$ cat config.mk
export PLATFORM = sky130hd
export DESIGN_NAME = pkt_rx_filter
export DESIGN_NICKNAME = d
export VERILOG_FILES = /design/src/rtl/pkt_rx_pkg.sv /design/src/rtl/pkt_rx_crc16.sv /design/src/rtl/pkt_rx_accept.sv /design/src/rtl/pkt_rx_pbuf.sv /design/src/rtl/pkt_rx_filter.sv
export SDC_FILE = /design/constraint.sdc
export NUM_CORES = 1
export LEC_CHECK = 0
export BUFFER_PORTS_ARGS = -buffer_cell sky130_fd_sc_hd__buf_2
export CAP_MARGIN = 20
export CORE_UTILIZATION = 55
export CTS_BUF_LIST = sky130_fd_sc_hd__clkbuf_8
export DETAILED_ROUTE_END_ITERATION = 8
export PLACE_DENSITY_LB_ADDON = 0.25
export RECOVER_POWER = 25
export SYNTH_ARGS = -nofsm -noshare
export SYNTH_HDL_FRONTEND = slang
export SYNTH_SLANG_ARGS = --single-unit
$ cat constraint.sdc
create_clock -name clk -period 2.5 [get_ports clk]
set_input_delay 0 -clock clk [delete_from_list [all_inputs] [get_ports clk]]
set_output_delay 0 -clock clk [all_outputs]
set_load 0.01 [all_outputs]
$ cat src/rtl/pkt_rx_pkg.sv
package pkt_rx_pkg;

  typedef enum logic [2:0] {
    ST_IDLE = 3'd0,
    ST_HDR  = 3'd1,
    ST_DATA = 3'd2,
    ST_CRC  = 3'd3,
    ST_SEND = 3'd4
  } rx_state_e;

  localparam logic [15:0] CRC_POLY = 16'h1021;
  localparam logic [15:0] CRC_SEED = 16'hFFFF;

  function automatic logic [15:0] crc16_byte(input logic [15:0] crc, input logic [7:0] data);
    logic [15:0] c;
    c = crc ^ {data, 8'h00};
    for (int b = 0; b < 8; b++) begin
      c = c[15] ? ((c << 1) ^ CRC_POLY) : (c << 1);
    end
    return c;
  endfunction

endpackage

$ cat src/rtl/pkt_rx_crc16.sv
module pkt_rx_crc16
  import pkt_rx_pkg::*;
(
  input  logic        clk,
  input  logic        rst_n,
  input  logic        clr,
  input  logic        en,
  input  logic [7:0]  din,
  output logic [15:0] crc
);

  logic [15:0] crc_d;

  always_comb begin
    crc_d = crc;
    if (clr)     crc_d = CRC_SEED;
    else if (en) crc_d = crc16_byte(crc, din);
  end

  always_ff @(posedge clk or negedge rst_n) begin
    if (!rst_n) crc <= CRC_SEED;
    else        crc <= crc_d;
  end

endmodule

$ cat src/rtl/pkt_rx_accept.sv
module pkt_rx_accept #(
  parameter int MTU = 32
) (
  input  logic [7:0] hdr_group,
  input  logic       hdr_from_master,
  input  logic [7:0] hdr_len,
  input  logic [7:0] cfg_group,
  input  logic       cfg_master,
  input  logic       cfg_peer,
  output logic       hdr_ok
);

  localparam logic [7:0] MTU_B = 8'(MTU);

  logic group_ok;
  logic role_ok;
  logic len_ok;

  always_comb begin
    group_ok = (hdr_group == cfg_group);
    role_ok  = cfg_peer | (hdr_from_master != cfg_master);
    len_ok   = (hdr_len != 8'd0) && (hdr_len <= MTU_B);
    hdr_ok   = group_ok & role_ok & len_ok;
  end

endmodule

$ cat src/rtl/pkt_rx_pbuf.sv
module pkt_rx_pbuf #(
  parameter int MTU   = 32,
  parameter int IDX_W = $clog2(MTU)
) (
  input  logic             clk,
  input  logic             rst_n,
  input  logic             wr_en,
  input  logic [IDX_W-1:0] wr_idx,
  input  logic [7:0]       wr_data,
  input  logic [IDX_W-1:0] rd_idx,
  output logic [7:0]       rd_data
);

  logic [7:0] mem_q [MTU];

  always_ff @(posedge clk) begin
    if (wr_en) mem_q[wr_idx] <= wr_data;
  end

  assign rd_data = mem_q[rd_idx];

  AST_WR_IN_RANGE: assert property (@(posedge clk) disable iff (!rst_n)
    wr_en |-> (int'(wr_idx) < MTU));

endmodule

$ cat src/rtl/pkt_rx_filter.sv
module pkt_rx_filter
  import pkt_rx_pkg::*;
#(
  parameter int MTU    = 32,
  parameter int TO_CYC = 64
) (
  input  logic       clk,
  input  logic       rst_n,
  input  logic       in_sync,
  input  logic       in_valid,
  input  logic [7:0] in_byte,
  input  logic [7:0] cfg_group,
  input  logic       cfg_master,
  input  logic       cfg_peer,
  output logic       out_valid,
  input  logic       out_ready,
  output logic [7:0] out_byte
);

  localparam int IDX_W = $clog2(MTU);
  localparam int TMO_W = $clog2(TO_CYC + 1);
  localparam logic [TMO_W-1:0] TMO_LAST = TMO_W'(TO_CYC - 1);
  localparam logic [7:0] MTU_B = 8'(MTU);

  rx_state_e        state_q, state_d;
  logic [1:0]       hdr_idx_q, hdr_idx_d;
  logic [7:0]       grp_q, grp_d;
  logic             from_m_q, from_m_d;
  logic [7:0]       len_q, len_d;
  logic [IDX_W-1:0] dat_idx_q, dat_idx_d;
  logic [IDX_W-1:0] rd_idx_q, rd_idx_d;
  logic             crc_idx_q, crc_idx_d;
  logic             hi_ok_q, hi_ok_d;
  logic [TMO_W-1:0] tmo_q, tmo_d;

  logic        hdr_ok;
  logic        crc_clr, crc_en;
  logic [15:0] crc_w;
  logic        buf_we;
  logic [7:0]  buf_rd;
  logic        rx_busy;
  logic        send_last;

  pkt_rx_crc16 u_crc (
    .clk   (clk),
    .rst_n (rst_n),
    .clr   (crc_clr),
    .en    (crc_en),
    .din   (in_byte),
    .crc   (crc_w)
  );

  pkt_rx_accept #(.MTU(MTU)) u_accept (
    .hdr_group       (grp_q),
    .hdr_from_master (from_m_q),
    .hdr_len         (in_byte),
    .cfg_group       (cfg_group),
    .cfg_master      (cfg_master),
    .cfg_peer        (cfg_peer),
    .hdr_ok          (hdr_ok)
  );

  pkt_rx_pbuf #(.MTU(MTU), .IDX_W(IDX_W)) u_buf (
    .clk     (clk),
    .rst_n   (rst_n),
    .wr_en   (buf_we),
    .wr_idx  (dat_idx_q),
    .wr_data (in_byte),
    .rd_idx  (rd_idx_q),
    .rd_data (buf_rd)
  );

  assign rx_busy   = (state_q == ST_HDR) || (state_q == ST_DATA) || (state_q == ST_CRC);
  assign send_last = (8'(rd_idx_q) + 8'd1 == len_q);
  assign out_valid = (state_q == ST_SEND);
  assign out_byte  = buf_rd;

  // next-state logic
  always_comb begin
    state_d   = state_q;
    hdr_idx_d = hdr_idx_q;
    grp_d     = grp_q;
    from_m_d  = from_m_q;
    len_d     = len_q;
    dat_idx_d = dat_idx_q;
    rd_idx_d  = rd_idx_q;
    crc_idx_d = crc_idx_q;
    hi_ok_d   = hi_ok_q;
    tmo_d     = tmo_q;
    crc_clr   = 1'b0;
    crc_en    = 1'b0;
    buf_we    = 1'b0;

    case (state_q)
      ST_IDLE: begin
        if (in_sync) begin
          state_d   = ST_HDR;
          hdr_idx_d = 2'd0;
          tmo_d     = '0;
          crc_clr   = 1'b1;
        end
      end
      ST_HDR: begin
        if (in_valid) begin
          crc_en    = 1'b1;
          hdr_idx_d = hdr_idx_q + 2'd1;
          case (hdr_idx_q)
            2'd0:    grp_d    = in_byte;
            2'd1:    from_m_d = in_byte[0];
            default: begin
              len_d     = in_byte;
              dat_idx_d = '0;
              state_d   = hdr_ok ? ST_DATA : ST_IDLE;
            end
          endcase
        end
      end
      ST_DATA: begin
        if (in_valid) begin
          crc_en    = 1'b1;
          buf_we    = 1'b1;
          dat_idx_d = dat_idx_q + IDX_W'(1);
          if (8'(dat_idx_q) + 8'd1 == len_q) begin
            state_d   = ST_CRC;
            crc_idx_d = 1'b0;
          end
        end
      end
      ST_CRC: begin
        if (in_valid) begin
          crc_idx_d = 1'b1;
          rd_idx_d  = '0;
          if (!crc_idx_q) hi_ok_d = (in_byte == crc_w[15:8]);
          else state_d = (hi_ok_q && (in_byte == crc_w[7:0])) ? ST_SEND : ST_IDLE;
        end
      end
      ST_SEND: begin
        if (out_ready) begin
          if (send_last) state_d  = ST_IDLE;
          else           rd_idx_d = rd_idx_q + IDX_W'(1);
        end
      end
      default: state_d = ST_IDLE;
    endcase

    // inter-byte watchdog for the receive phases
    if (rx_busy) begin
      if (in_valid)               tmo_d = '0;
      else if (tmo_q == TMO_LAST) state_d = ST_IDLE;
      else                        tmo_d = tmo_q + TMO_W'(1);
    end
  end

  // state registers
  always_ff @(posedge clk or negedge rst_n) begin
    if (!rst_n) begin
      state_q   <= ST_IDLE;
      hdr_idx_q <= '0;
      grp_q     <= '0;
      from_m_q  <= 1'b0;
      len_q     <= '0;
      dat_idx_q <= '0;
      rd_idx_q  <= '0;
      crc_idx_q <= 1'b0;
      hi_ok_q   <= 1'b0;
      tmo_q     <= '0;
    end else begin
      state_q   <= state_d;
      hdr_idx_q <= hdr_idx_d;
      grp_q     <= grp_d;
      from_m_q  <= from_m_d;
      len_q     <= len_d;
      dat_idx_q <= dat_idx_d;
      rd_idx_q  <= rd_idx_d;
      crc_idx_q <= crc_idx_d;
      hi_ok_q   <= hi_ok_d;
      tmo_q     <= tmo_d;
    end
  end

  AST_OUT_HOLD: assert property (@(posedge clk) disable iff (!rst_n)
    (out_valid && !out_ready) |=> (out_valid && $stable(out_byte)));

  AST_CRC_BAD_DROP: assert property (@(posedge clk) disable iff (!rst_n)
    (state_q == ST_CRC && in_valid && crc_idx_q && !(hi_ok_q && in_byte == crc_w[7:0]))
      |=> (state_q == ST_IDLE));

  AST_TIMEOUT_IDLE: assert property (@(posedge clk) disable iff (!rst_n)
    (rx_busy && !in_valid && tmo_q == TMO_LAST) |=> (state_q == ST_IDLE));

  AST_PEER_BYPASS: assert property (@(posedge clk) disable iff (!rst_n)
    (state_q == ST_HDR && in_valid && hdr_idx_q == 2'd2 && cfg_peer && grp_q == cfg_group
      && in_byte != 8'd0 && in_byte <= MTU_B) |=> (state_q == ST_DATA));

  AST_SEND_DEAF: assert property (@(posedge clk) disable iff (!rst_n)
    (out_valid && !(out_ready && send_last)) |=> out_valid);

  AST_LEN_LIMIT: assert property (@(posedge clk) disable iff (!rst_n)
    (state_q == ST_DATA) |-> (len_q != 8'd0 && len_q <= MTU_B));

endmodule

* Word-level counts from Yosys, hierarchy flattened
Memory sizes are Yosys's and may differ from the RTL's.
Index checks and enable logic that the tools add are counted.
** Word-level totals
- Bits in writable memories :: 256
- Bits in registers :: 57
- Memories kept :: 1
** Operators by class
- Equal/unequal tests :: 20
- Magnitude comparators :: 1
- Muxes and demuxes :: 52
- Bitwise gates (word level) :: 14
- Add/sub/neg operators :: 6
- Reduce and logical (&&, ||, !) cells :: 22
** Memory list
- u_buf.mem_q :: words 32, width 8, read ports 1, clocked after memory_dff 0, write ports 1, line pkt_rx_pbuf.sv:14 : logic [7:0] mem_q [MTU];
** Operators by type and width (number)
- $mux W13 :: 8
- $mux W3 :: 13
- $mux W7 :: 5
- $mux W16 :: 2
- $mux W5 :: 6
- $eq A8 B8 Y1 :: 3
- $not A3 Y3 :: 8
- $pmux W5 S2 :: 2
- $eq A6 B8 Y1 :: 2
- $xor A16 B16 Y16 :: 1
- $pmux W3 S5 :: 1
- $reduce_and A3 Y1 :: 5
- $add A5 B1 Y6 const B :: 2
- $ne A2 B2 Y1 const B :: 6
- $reduce_and A4 Y1 :: 3
- $add A5 B1 Y5 const B :: 2
- $mux W1 :: 10
- $reduce_bool A2 Y1 :: 5
- $le A8 B6 Y1 const B :: 1
- $reduce_bool A8 Y1 :: 1
- $add A7 B1 Y7 const B :: 1
- $eq A7 B6 Y1 const B :: 1
- $eq A3 B2 Y1 const B :: 2
- $mux W2 :: 3
- other kinds (16) :: 22

* Longest topological paths before layout
- Depth after elaboration :: 19
- Mapped depth :: 8
- Depth with buffers taken out :: 8

* Modules after synthesis
A second synthesis with hierarchy kept.
** Second synthesis, totals
- Cells, all modules :: 744
- Area total of the unflattened synthesis :: 13402.9 µm²
** By module, submodules not included
- pkt_rx_pbuf :: cells an instance 410, times used 1, area each 9892.0 µm²
- pkt_rx_filter :: cells an instance 237, times used 1, area each 2346.0 µm²
- pkt_rx_crc16 :: cells an instance 80, times used 1, area each 1038.5 µm²
- pkt_rx_accept :: cells an instance 17, times used 1, area each 126.4 µm²

* Least setup slack after synthesis
OpenSTA, ideal clock, no wires.
- Kind :: register to output
- Start :: register rd_idx_q[1]
- End :: output port out_byte[0]
- Slack :: 0.400 ns
- Cell stages (with the launch flop) :: 6
- Path buffers :: 2
- Arrival time :: 2.100 ns
- Cell sequence :: dfrtp_1 -> clkbuf_1 -> buf_1 -> mux4_2 -> mux4_2 -> mux2_2
** On the way
- Word-level cells in the longest chain between the ends :: 1
** RTL lines
- start: declaration :: line pkt_rx_filter.sv:31 : logic [IDX_W-1:0] rd_idx_q, rd_idx_d;
- start signal: assignment :: line pkt_rx_filter.sv:174 : rd_idx_q <= rd_idx_d;
- $mem_v2 Z32 W8
- end: declaration :: line pkt_rx_filter.sv:17 : output logic [7:0] out_byte
No other way between the ends.

* Worst setup path after layout
- Start :: register rd_idx_q[0]
- End :: output port out_byte[4]
Same word-level chain as after synthesis.

==> results.md <==
* Synth area leaders: edfxtp_1 (59%), mux4_2 (13%), dfrtp_1 (7.8%)
* Delay-heaviest family, CP: multiplexers
* Post-DRT Antenna Nets at 0
* Layout cells sized above 1 at 0.288
* Vias in the first global route at 7369
* FF-to-FF End: rd_idx_q[4]$_DFFE_PN0P_
* Max_slew headroom at -0.352
* Cell mode on critical path: mux4_2
* Fin worst setup slack at -0.336 ns
* CP max-delay cell: mux4_2
* RSZ-0062 raised after global routing: true
* Max-cap violation count at 5
* Post-synth EDFFs at 256
* Routed vias at 7185
* I/O pin count at 32
* Grt total ovfl at 0
* CP cell instances: buf_8 -> buf_12 -> mux4_2 -> mux4_2 -> mux2_4 -> buf_6
* Clock Latency Late Sink at 0.56 ns
* Power share of the combinational group at 0.144
* Failing checks: max-capacitance violations, max-slew violations, negative setup slack
* Post-Syn Nets at 769
* Slew @ Worst Pin at 2.03 ns
* CP Class: flop to output pin
* # nets final at 894
* Port bufs at 31
* Crit start category: flop
* Synth area leader: edfxtp_1
* Pre-CTS setup slack at 0.0967 ns
* R2R Setup Slk at -0.07 ns
* All-layer global routing usage at 0.243
* Reg power frac at 0.538
* RePlAce Congestion at 0.814
* Die H at 157 um
* Endpoints failing setup at 10
* Reg clk slew, reported paths at 0.06 ns
* Area Overhead vs Synth at 16.1%
* Pleak at 5.12 nW
* Post-Syn Area at 13100 um^2
* Area occupied by multi-input gates at 3860 um^2
* Post-Syn Area per Cell at 17.8 um^2
* Vias per inst at 5.88
* Commonest cells post-synth: edfxtp_1 (256), mux4_2 (76), nor2_1 (68)
* Diode count at 0
* Pin count of the biggest net entering global routing at 58
* TritonCTS clock tree: done
* CP Launch Point: rd_idx_q[0]$_DFFE_PN0P_
* CP Capture Type: output pin
* CTS buffer count at 49
* Clock buffer depth at 3
* TritonRoute pass-1 iters at 5
* Worst VDD drop at 0.646 mV
* Dpl cells at 1108
* Crit path DAT at 2.84 ns
* CP Buf/Inv Count at 3
* Initial DRC count at 674
* R2R depth at 9
* Synth Instances at 738
* Clk pwr share at 0.318
* DP Wirelength at 17.7 mm
* Crit path required time at 2.50 ns
* Drt wl/cell at 23.1 um
* Switching Fraction at 0.267
* Sequential fraction of the synthesis area at 0.695
* First-pass GRT wire length at 42.8 mm
* Starting Density at 0.560
* Top cell type's share of synthesized area at 0.585
* Psw at 3.19 mW
* Part of the cycle the worst path needs at 1.13
* RR Startpoint: rd_idx_q[0]$_DFFE_PN0P_
* FF+latch count, synth at 313
* Setup crit end: out_byte[4]
* Final slew viol count at 190
* Fill cells at 1592
* Initial antenna violation count at 0
* Clock Skew at 0.0188 ns
* CTS sink cnt at 313
* Predominant post-synthesis flop cell: edfxtp_1
* Die width at 157 um
* Most frequent cell after synthesis: edfxtp_1
* Critical Path Stages at 6
* Library cells used by synthesis at 48
* H-tree depth at 2
* Outcome: finished with violations
* Power Density at 783 nW/um^2
* Residual DRC at 0
* Die ar. at 24500 um^2
* Crit Path Max Fanout at 5
* Rows at 56
* Largest stage delay, worst path at 0.54 ns
* Ys async rst share at 0.182
* Tmin final at 2.84 ns
* Post-Route WL at 28.2 mm
* Register area at 9140 um^2
* Internal power at 8.75 mW
* Hold crit path type: input pin to flop
* Clock Tree Root: clkbuf_8
* Endpoints failing hold at 0
* FMAX at 353 MHz
* Non-filler instance count after layout at 1222
* Core ar. at 23500 um^2
* Yosys warns at 0
## worst min path at each step
stage	startpoint	endpoint	cells past startpoint
global route	cfg_master	state_q[1]$_DFF_PN0_	6
finish	cfg_master	state_q[1]$_DFF_PN0_	6
floorplan	rst_n	crc_idx_q$_DFFE_PN0P_	0
global placement	rst_n	tmo_q[2]$_DFF_PN0_	1
detailed placement	rst_n	tmo_q[0]$_DFF_PN0_	1
CTS	cfg_master	state_q[1]$_DFF_PN0_	6
## final cells by class
class	instances	share of cell area
well taps	319	0.0262
clock buffers	51	0.0460
flip-flops and latches	313	0.599
clock inverters	40	0.0108
repair buffers	108	0.0636
multi-input cells	386	0.253
inverters	5	0.00123
## state kept, by name (all words and copies together) (netlist names)
| register | cells |
|---|---|
| grp_q | 8 |
| u_crc.crc | 16 |
| from_m_q | 1 |
| crc_idx_q | 1 |
| len_q | 8 |
| hdr_idx_q | 2 |
| tmo_q | 7 |
| hi_ok_q | 1 |
| u_buf.mem_q | 256 |
| rd_idx_q | 5 |
| dat_idx_q | 5 |
| state_q | 3 |
## layout by cell type, fill, tap and decap left out, drive strengths merged, types with 4 or more instances in the layout
| master | count |
|---|---|
| a31oi | 20 |
| a21oi | 6 |
| mux4 | 80 |
| dfstp | 16 |
| inv | 18 |
| nand2b | 4 |
| nand4 | 6 |
| dfrtp | 41 |
| clkbuf | 59 |
| edfxtp | 256 |
| xor2 | 23 |
| o21ai | 16 |
| mux2 | 25 |
| nand2 | 31 |
| clkinv | 26 |
| ha | 8 |
| and2 | 4 |
| nand3b | 6 |
| dlygate4sd3 | 12 |
| nor4 | 5 |
| xnor2 | 37 |
| nand3 | 13 |
| buf | 88 |
| nor2 | 68 |
| nor3 | 8 |
## logic make-up after synthesis
family | after synthesis | share of synthesized area
compound gates | 54 | 0.0257
xor+xnor | 60 | 0.0400
fa+ha+maj | 8 | 0.00762
buf+inv | 39 | 0.0149
flops | 313 | 0.695
mux | 106 | 0.160
simple gates | 158 | 0.0561
## metrics by stage
step                      power (mW)  hold slack [ns]  TNS [ns]  utilization  area (um^2)
after global routing            12.5           0.0859     -3.66        0.650        15300
after detailed placement        8.21          -0.0101         0        0.596        14000
final                           11.9           0.0497     -2.58        0.650        15300
after CTS                       12.0           0.0162     -2.92        0.648        15200
after floorplan                 7.73           -0.296         0            -        13100
after global placement          8.12          -0.0211         0        0.596        14000
## power groups by stage
stage                     clock (mW)  combinational (mW)  sequential [mW]
after global placement             0                1.62             6.50
after floorplan                    0                1.32             6.41
final                           3.80                1.72             6.42
after global routing            4.09                1.92             6.46
after detailed placement           0                1.69             6.51
after CTS                       3.88                1.72             6.41
## per-layer routing
layer	up-vias	wire length, um	GRT usage
li1	3166	-	-
met1	3710	12100	0.335
met2	260	14000	0.400
met3	49	1560	0.0385
met4	0	605	0.0775
met5	-	0	0
## timing repair
action,CTS,global route
gates resized for setup,15,18
hold buffers,12,0
pin swaps,1,5
setup endpoints to repair,8,13
endpoints found under the hold margin,94,0
buffers inserted,8,0
gates cloned,3,1
## worst min-delay path, delay by kind of cell
| family | cells | cell delay, ns |
|---|---|---|
| AND/OR/NAND/NOR | 2 | 0.11 |
| AO/OA/AOI/OAI | 2 | 0.29 |
| buffers and inverters | 1 | 0.09 |
| XOR/XNOR | 1 | 0.06 |
Power figures use the tool's default switching activity.
